File: src/rtl/zbt_sram_pkg.sv
package zbt_sram_pkg;
   localparam int BURST_LEN = 4;

   // low address bits for burst step n from loaded base bits
   function automatic logic [1:0] burst_low(input logic [1:0] base2,
                                            input logic [1:0] step,
                                            input logic interleave);
      burst_low = interleave ? (base2 ^ step) : (base2 + step);
   endfunction
endpackage

File: src/rtl/zbt_burst_gen.sv
module zbt_burst_gen #(
   parameter int AW = 6
) (
   input  logic [AW-1:0] base,
   input  logic [1:0]    step,
   input  logic          ilv,
   output logic [AW-1:0] cur
);
   import zbt_sram_pkg::*;

   if (AW < 3) begin : g_bad_aw
      $error("zbt_burst_gen: AW must be at least 3");
   end

   assign cur = {base[AW-1:2], burst_low(base[1:0], step, ilv)};
endmodule

File: src/rtl/zbt_cycle_ctrl.sv
module zbt_cycle_ctrl #(
   parameter int AW    = 6,
   parameter int LANES = 4
) (
   input  logic             clk,
   input  logic             rst_n,
   input  logic             cke_n,
   input  logic             zz,
   input  logic             sel,
   input  logic             adv,
   input  logic             we_n,
   input  logic [LANES-1:0] bw_n,
   input  logic [AW-1:0]    addr,
   output logic             busy,
   output logic             is_rd,
   output logic [AW-1:0]    base,
   output logic [1:0]       step,
   output logic [LANES-1:0] lane_en,
   output logic             edge_en,
   output logic             commit
);
   logic [1:0] zz_q;

   assign edge_en = ~cke_n & ~zz_q[1];
   assign commit  = edge_en & busy & ~is_rd;

   always_ff @(posedge clk or negedge rst_n) begin
      if (!rst_n) begin
         zz_q    <= '0;
         busy    <= 1'b0;
         is_rd   <= 1'b0;
         base    <= '0;
         step    <= '0;
         lane_en <= '0;
      end else begin
         zz_q <= {zz_q[0], zz};
         if (edge_en) begin
            if (!adv) begin
               busy <= sel;
               if (sel) begin
                  is_rd   <= we_n;
                  base    <= addr;
                  step    <= '0;
                  lane_en <= ~bw_n;
               end
            end else if (busy) begin
               step    <= step + 2'd1;
               lane_en <= ~bw_n;
            end
         end
      end
   end

   assert_suspend_hold_R8: assert property (@(posedge clk) disable iff (!rst_n)
      cke_n |=> $stable(busy) && $stable(base) && $stable(step) && $stable(is_rd));

   assert_deselect_R2: assert property (@(posedge clk) disable iff (!rst_n)
      (edge_en && !adv && !sel) |=> !busy);

   assert_continue_keeps_op_R6: assert property (@(posedge clk) disable iff (!rst_n)
      (edge_en && adv && busy) |=> busy && $stable(is_rd) && $stable(base));

   assert_deselect_continue_R7: assert property (@(posedge clk) disable iff (!rst_n)
      (edge_en && adv && !busy) |=> !busy);

   assert_sleep_ignore_R10: assert property (@(posedge clk) disable iff (!rst_n)
      zz_q[1] |=> $stable(busy) && $stable(base) && $stable(step));
endmodule

File: src/rtl/zbt_lane_array.sv
module zbt_lane_array #(
   parameter int DEPTH  = 64,
   parameter int LANES  = 4,
   parameter int LANE_W = 9,
   localparam int AW = $clog2(DEPTH),
   localparam int DW = LANES * LANE_W
) (
   input  logic             clk,
   input  logic             we,
   input  logic [LANES-1:0] lane_en,
   input  logic [AW-1:0]    a,
   input  logic [DW-1:0]    wd,
   output logic [DW-1:0]    rd
);
   for (genvar g = 0; g < LANES; g++) begin : g_lane
      logic [LANE_W-1:0] cells [DEPTH];

      always_ff @(posedge clk) begin
         if (we && lane_en[g]) cells[a] <= wd[g*LANE_W +: LANE_W];
      end

      assign rd[g*LANE_W +: LANE_W] = cells[a];
   end
endmodule

File: src/rtl/zbt_sram.sv
module zbt_sram #(
   parameter int DEPTH  = 64,
   parameter int LANES  = 4,
   parameter int LANE_W = 9,
   localparam int AW = $clog2(DEPTH),
   localparam int DW = LANES * LANE_W
) (
   input  logic             clk,
   input  logic             rst_n,
   input  logic             cke_n,
   input  logic             ce_a_n,
   input  logic             ce_b,
   input  logic             ce_c_n,
   input  logic             adv,
   input  logic             we_n,
   input  logic [LANES-1:0] bw_n,
   input  logic [AW-1:0]    addr,
   input  logic             ilv,
   input  logic             oe_n,
   input  logic             zz,
   input  logic [DW-1:0]    d,
   output logic [DW-1:0]    q,
   output logic             q_oe
);
   if (DEPTH < 8 || (DEPTH % zbt_sram_pkg::BURST_LEN) != 0 || (1 << AW) != DEPTH) begin : g_bad_depth
      $error("zbt_sram: DEPTH must be a power of two and at least 8");
   end
   if (LANES < 1 || LANE_W < 1) begin : g_bad_lane
      $error("zbt_sram: LANES and LANE_W must be positive");
   end

   logic             sel;
   logic             busy, is_rd, edge_en, commit;
   logic [AW-1:0]    base, cur;
   logic [1:0]       step;
   logic [LANES-1:0] lane_en;
   logic [DW-1:0]    rd_word;

   assign sel = ~ce_a_n & ce_b & ~ce_c_n;

   zbt_cycle_ctrl #(.AW(AW), .LANES(LANES)) u_ctrl (
      .clk(clk), .rst_n(rst_n), .cke_n(cke_n), .zz(zz), .sel(sel),
      .adv(adv), .we_n(we_n), .bw_n(bw_n), .addr(addr),
      .busy(busy), .is_rd(is_rd), .base(base), .step(step),
      .lane_en(lane_en), .edge_en(edge_en), .commit(commit)
   );

   zbt_burst_gen #(.AW(AW)) u_burst (
      .base(base), .step(step), .ilv(ilv), .cur(cur)
   );

   zbt_lane_array #(.DEPTH(DEPTH), .LANES(LANES), .LANE_W(LANE_W)) u_array (
      .clk(clk), .we(commit), .lane_en(lane_en), .a(cur), .wd(d), .rd(rd_word)
   );

   assign q_oe = busy & is_rd & ~oe_n & ~zz;
   assign q    = q_oe ? rd_word : '0;

   assert_burst_wrap_R6: assert property (@(posedge clk) disable iff (!rst_n)
      (edge_en && adv && busy) |=> cur[AW-1:2] == $past(cur[AW-1:2]));

   assert_no_drive_on_write_R9: assert property (@(posedge clk) disable iff (!rst_n)
      commit |-> !q_oe);
endmodule

File: config.mk
export PLATFORM = sky130hd
export DESIGN_NAME = zbt_sram
export DESIGN_NICKNAME = d
export VERILOG_FILES = /design/src/rtl/zbt_sram_pkg.sv /design/src/rtl/zbt_burst_gen.sv /design/src/rtl/zbt_cycle_ctrl.sv /design/src/rtl/zbt_lane_array.sv /design/src/rtl/zbt_sram.sv
export SDC_FILE = /design/constraint.sdc
export NUM_CORES = 2
export LEC_CHECK = 0
export BUFFER_PORTS_ARGS = -buffer_cell sky130_fd_sc_hd__buf_2
export CORE_ASPECT_RATIO = 1.25
export CORE_MARGIN = 3
export CORE_UTILIZATION = 35
export DETAILED_ROUTE_END_ITERATION = 12
export GPL_TIMING_DRIVEN = 0
export PLACE_DENSITY = 0.6
export SYNTH_ARGS = -nofsm -noshare
export SYNTH_HDL_FRONTEND = slang
export SYNTH_SLANG_ARGS = --single-unit
File: constraint.sdc
create_clock -name clk -period 8.26 [get_ports clk]
set_input_delay 0.413 -clock clk [delete_from_list [all_inputs] [get_ports clk]]
set_output_delay 0.413 -clock clk [all_outputs]
set_load 0.01 [all_outputs]
==> After elaboration in Yosys (flattened, before gate mapping) <==
Memory sizes are Yosys's and may differ from the RTL's.
Cells that the tools add are included.
{ "op_classes": {"n_reduce_logical": 8, "eq_ne": 1, "addsub": 2, "bitwise_logic": 18, "mux": 16} }
{ "op_table": {"columns": ["cell", "count"], "rows": [
  ["2-to-1 mux 36 bit", 1],
  ["2-to-1 mux 4 bit", 3],
  ["bitwise AND 1 bit", 8],
  ["2-to-1 mux 1 bit", 8],
  ["2-to-1 mux 2 bit", 4],
  ["NOT 1 bit", 8],
  ["AND reduction 3 bit", 2],
  ["logical AND 1 bit", 4],
  ["NOT 4 bit", 1],
  ["adder 2 x 1 -> 2 bit, second input constant", 1],
  ["adder 2 bit", 1],
  ["inequality test 2 x 1 -> 1 bit, second input constant", 1],
  ["AND reduction 2 bit", 1],
  ["nonzero test 2 bit", 1],
  ["XOR 2 bit", 1]
]} }
{ "word_totals": {"mem_count": 4, "regBits": 16, "ramBits": 2304, "out_inout_bits": 37, "wordCells": 55} }
{ "mem_list": {"columns": ["memory", "depth", "word_bits", "rd", "rd_clocked_by_memory_dff", "wr", "line_no", "rtl"], "rows": [
  ["u_array.g_lane[0].cells", 64, 9, 1, 0, 1, "zbt_lane_array.sv:16", "logic [LANE_W-1:0] cells [DEPTH];"],
  ["u_array.g_lane[1].cells", 64, 9, 1, 0, 1, "zbt_lane_array.sv:16", null],
  ["u_array.g_lane[2].cells", 64, 9, 1, 0, 1, "zbt_lane_array.sv:16", null],
  ["u_array.g_lane[3].cells", 64, 9, 1, 0, 1, "zbt_lane_array.sv:16", null]
]} }

==> Logic depth before layout (Yosys ltp) <==
{ "logic_depth": {"depth_word": 7, "mapped_depth": 13, "depth_no_buf": 8} }

==> Modules after synthesis <==
A second synthesis with hierarchy kept.
{ "hier_totals": {"hier_cells": 5264, "hier_area_um2": 89492.1} }
{ "by_module_without_submodules": {"columns": ["module", "area_per_inst_um2", "cells_each", "n_inst"], "rows": [
  ["zbt_lane_array", 88467.3, 5163, 1],
  ["zbt_cycle_ctrl", 650.6, 50, 1],
  ["zbt_sram", 304.0, 42, 1],
  ["zbt_burst_gen", 70.1, 9, 1]
]} }

==> Worst setup path after synthesis <==
OpenSTA, ideal clock, no wires.
{ "synth_timing": {"path_type": "register -> output", "startpoint": "register u_ctrl.step[0]", "endpoint": "output q[33]", "t_arrival_ns": 2.855, "path_stages_with_launch": 12, "required_time_ns": 7.847, "setup_slack_ns": 4.992, "cell_sequence": "dfrtp_1 ha_1 buf_2 inv_1 clkbuf_1 nor2_1 clkbuf_1 buf_1 a32oi_1 o211ai_1 or4_1 nor4_1"} }
{ "synth_between": {"elab_chain_cells": 4, "elab_cells_between_ends": 5} }
{ "synth_rtl": {"columns": ["item", "line_no", "rtl"], "rows": [
  ["start: declaration", "zbt_cycle_ctrl.sv:17", "output logic [1:0] step,"],
  ["start signal: assignment", "zbt_cycle_ctrl.sv:47", "step <= step + 2'd1;"],
  ["adder 2 bit or XOR 2 bit (tied branches)", "zbt_sram_pkg.sv:8", "burst_low = interleave ? (base2 ^ step) : (base2 + step);"],
  ["2-to-1 mux 2 bit (*)", "zbt_sram_pkg.sv:8", null],
  ["memory (64 x 9 bit) (*)", null, null],
  ["2-to-1 mux 36 bit (*)", "zbt_sram.sv:57", "assign q = q_oe ? rd_word : '0;"],
  ["end: declaration", "zbt_sram.sv:22", "output logic [DW-1:0] q,"]
]} }
Every way passes the cells marked *; elsewhere a longest branch is shown, timed or not.

==> Final worst setup path <==
{ "layout_timing": {"startpoint": "register u_ctrl.step[0]", "endpoint": "output q[30]"} }
The elaborated chain is that of the path after synthesis.

==> reports/metrics.csv <==
metric,value,unit
status,"finished, violations left",
violations,"capacitance limit, slew limit",
layout_common_cells,"edfxtp_1, nand2_1, nand3_1",
chipHeight,573,µm
drive_above_1_share,0.141,
max_cap_viol_count,5,
grt_pass1_wl,399,mm
clock.fmax,140,MHz
end_kind,output pin,
drt-total-wl,291,mm
grt_pass1_vias,52200,
leakage,31.6,nW
vias_per_cell,5.73,
clock_tree.buffer_depth,4,
nFillCells,23100,
htree_levels,4,
synthCells,5457,
grt.overflow.total,0,
drt_first_pass_iters,8,
yosysWarnings,0,
skew,0.0778,ns
dr_total_vias,53400,
maxSlewHeadroom,-0.0362,
grt_usage,0.214,
die_w,460,µm
powerDensity,283,nW/µm²
ys_seq_elements,2320,
design.core.area,255000,µm²
period_needed,7.15,ns
clkSlewWorstSetupHoldPaths,0.07,ns
worstPathRequired,7.85,ns
drt-met1-wl,106,mm
cts.repair.resized,0,
synth_ff_type,edfxtp_1,
holdWs,0.0223,ns
wl_met2,138,mm
ioPinCount,94,
drv_slew,25,
final_common_cell,edfxtp_1,
r2r_slack,1.59,ns
postSynth.asyncResetShare,0.00690,
root_buffer,clkbuf_16,
post-route-drc-count,0,
arrival,6.74,ns
min_path_type,in -> reg,
post-place-ws,1.73,ns
syn_nets,5515,
ir_drop,185,µV
syn_to_final_growth,13.2,%
gp_congestion,0.920,
clkLatencyLatePin,0.88,ns
dp_hpwl,204,mm
fin_nets,5851,
power,0.0289,W
antenna_found_initial,13,
cts_tree,done,
cp_max_fo,10,
initial_core_util,0.353,
rsz0062_at_grt,no,
top_layer,met5,
worst_slack,1.11,ns
min_period_over_period,0.866,
finalHoldViolCount,0,
wl_met3,26.1,mm
rows,207,
synth_cell_types,44,
ys_seq_area_frac,0.772,
synth_edf_count,2304,
die-area,264000,µm²
port_buffers,93,
syn_avg_cell_area,16.5,µm²
cp-start-kind,register,
clock_sinks,2320,
setup_violations,0,
drtIter0Drc,7059,
tightest_slew,1.55,ns
wl_per_cell,31.2,µm
netlist_area,90100,µm²
ant_nets,0,
worstSetupPathType,reg -> out,
cts-buffers-inserted,214,
grt_start_max_net_pins,65,
fin_setup_tns,0,ns
==> repair_timing <==
action | CTS | global route
setup buffers | 0 | 0
endpoints found under the setup margin | 0 | 0
hold endpoints to repair | 31 | 0
hold buffers | 18 | 0
==> power by group <==
| part | switching, W | total (W) | leakage (nW) | internal (W) |
|---|---|---|---|---|
| registers | 0.0000177 | 0.0130 | 20.9 | 0.0130 |
| logic | 0.00430 | 0.00604 | 7.38 | 0.00173 |
| clock network | 0.00435 | 0.00988 | 3.32 | 0.00554 |
| total | 0.00867 | 0.0289 | 31.6 | 0.0202 |
==> layer usage <==
layer  vias to the layer above  track usage
li1                      22100            -
met1                     27600        0.265
met2                      2956        0.348
met3                       738       0.0400
met4                         4        0.132
met5                         -            0
==> state kept, by name, indices dropped and copies added (netlist names) <==
signal                cells
u_ctrl.lane_en            4
u_ctrl.step               2
u_array.g_lane.cells   2304
u_ctrl.is_rd              1
u_ctrl.zz_q               2
u_ctrl.base               6
u_ctrl.busy               1
==> final timing paths <==
check,from,endpoint,cells past startpoint
worst max-delay path,u_ctrl.step[0]$_DFFE_PN0P_,q[30],12
worst min register to register,u_ctrl.zz_q[0]$_DFF_PN0_,u_ctrl.zz_q[1]$_DFF_PN0_,0
worst min-delay path,d[3],u_array.g_lane[0].cells[16][3]$_DFFE_PP_,1
worst max register to register,u_ctrl.step[0]$_DFFE_PN0P_,u_array.g_lane[3].cells[15][2]$_DFFE_PP_,10
max in group asynchronous,rst_n,u_ctrl.base[3]$_DFFE_PN0P_,4
min in group asynchronous,rst_n,u_ctrl.base[0]$_DFFE_PN0P_,3
==> cells by family (layout without fill, tap and decap cells) <==
family,after synthesis,count (layout),share of synthesized area
AOI/OAI and AO/OA,617,617,0.0499
xor gates and xnor gates,3,3,0.000542
adders and majority gates,1,1,0.000139
buffers and inverters,364,864,0.0169
DFF,2320,2320,0.772
muxes,429,429,0.0751
other,0,7,0
and+or+nand+nor,1723,1723,0.0849
==> critical path, stage by stage, from the launching register on <==
cell,delay [ns]
dfrtp_1,0.42
ha_1,0.29
buf_2,0.45
buf_4,0.38
buf_2,0.42
buf_2,0.64
clkbuf_1,0.73
mux2_2,0.31
o221ai_1,0.12
a22oi_1,0.42
o22ai_1,0.15
nor4_1,1.23
buf_2,0.32
==> cell type report <==
class | count | area [µm²] | share of cell area
antenna | 7 | 17.5 | 0.000172
buffer | 362 | 1530 | 0.0150
clock buffer | 252 | 5550 | 0.0544
clock inverter | 128 | 1270 | 0.0125
inverter | 2 | 7.51 | 0.0000736
multi-input combinational | 2773 | 19000 | 0.186
sequential | 2320 | 69600 | 0.683
tap | 3344 | 4180 | 0.0410
timing repair buffer | 120 | 792 | 0.00777
==> stage by stage <==
step                      area [µm²]  std cells  utilization
final                         102000       9308        0.399
after CTS                     102000       9298        0.399
after global placement         94700       8894        0.371
after floorplan                90100       5457            -
after global routing          102000       9302        0.399
after detailed placement       94800       8900        0.371
==> Yosys cell counts, drive strengths merged, types with 2 or more instances <==
cell | n | share of area
dfrtp | 16 | 0.0044
o2111ai | 34 | 0.0033
a32oi | 29 | 0.0028
and2 | 11 | 0.00076
inv | 2 | 0.000083
nor4 | 35 | 0.0024
nor3 | 24 | 0.0013
buf | 149 | 0.0080
mux4 | 184 | 0.046
a31oi | 10 | 0.00069
o21ai | 18 | 0.0010
a211oi | 59 | 0.0049
or3 | 62 | 0.0043
a2111oi | 3 | 0.00029
or4 | 33 | 0.0027
and3 | 2 | 0.00014
mux2i | 110 | 0.012
o221ai | 128 | 0.012
nand3 | 369 | 0.020
nor2b | 66 | 0.0046
mux2 | 135 | 0.017
edfxtp | 2304 | 0.77
clkbuf | 213 | 0.0089
a22oi | 59 | 0.0049
nand2b | 5 | 0.00035
o31ai | 60 | 0.0050
nor2 | 297 | 0.012
xnor2 | 2 | 0.00036
a21oi | 76 | 0.0042
nand2 | 775 | 0.032
o22ai | 107 | 0.0074
nand4 | 42 | 0.0029
o211ai | 32 | 0.0027
No activity file was read; power rests on OpenSTA's default activity.
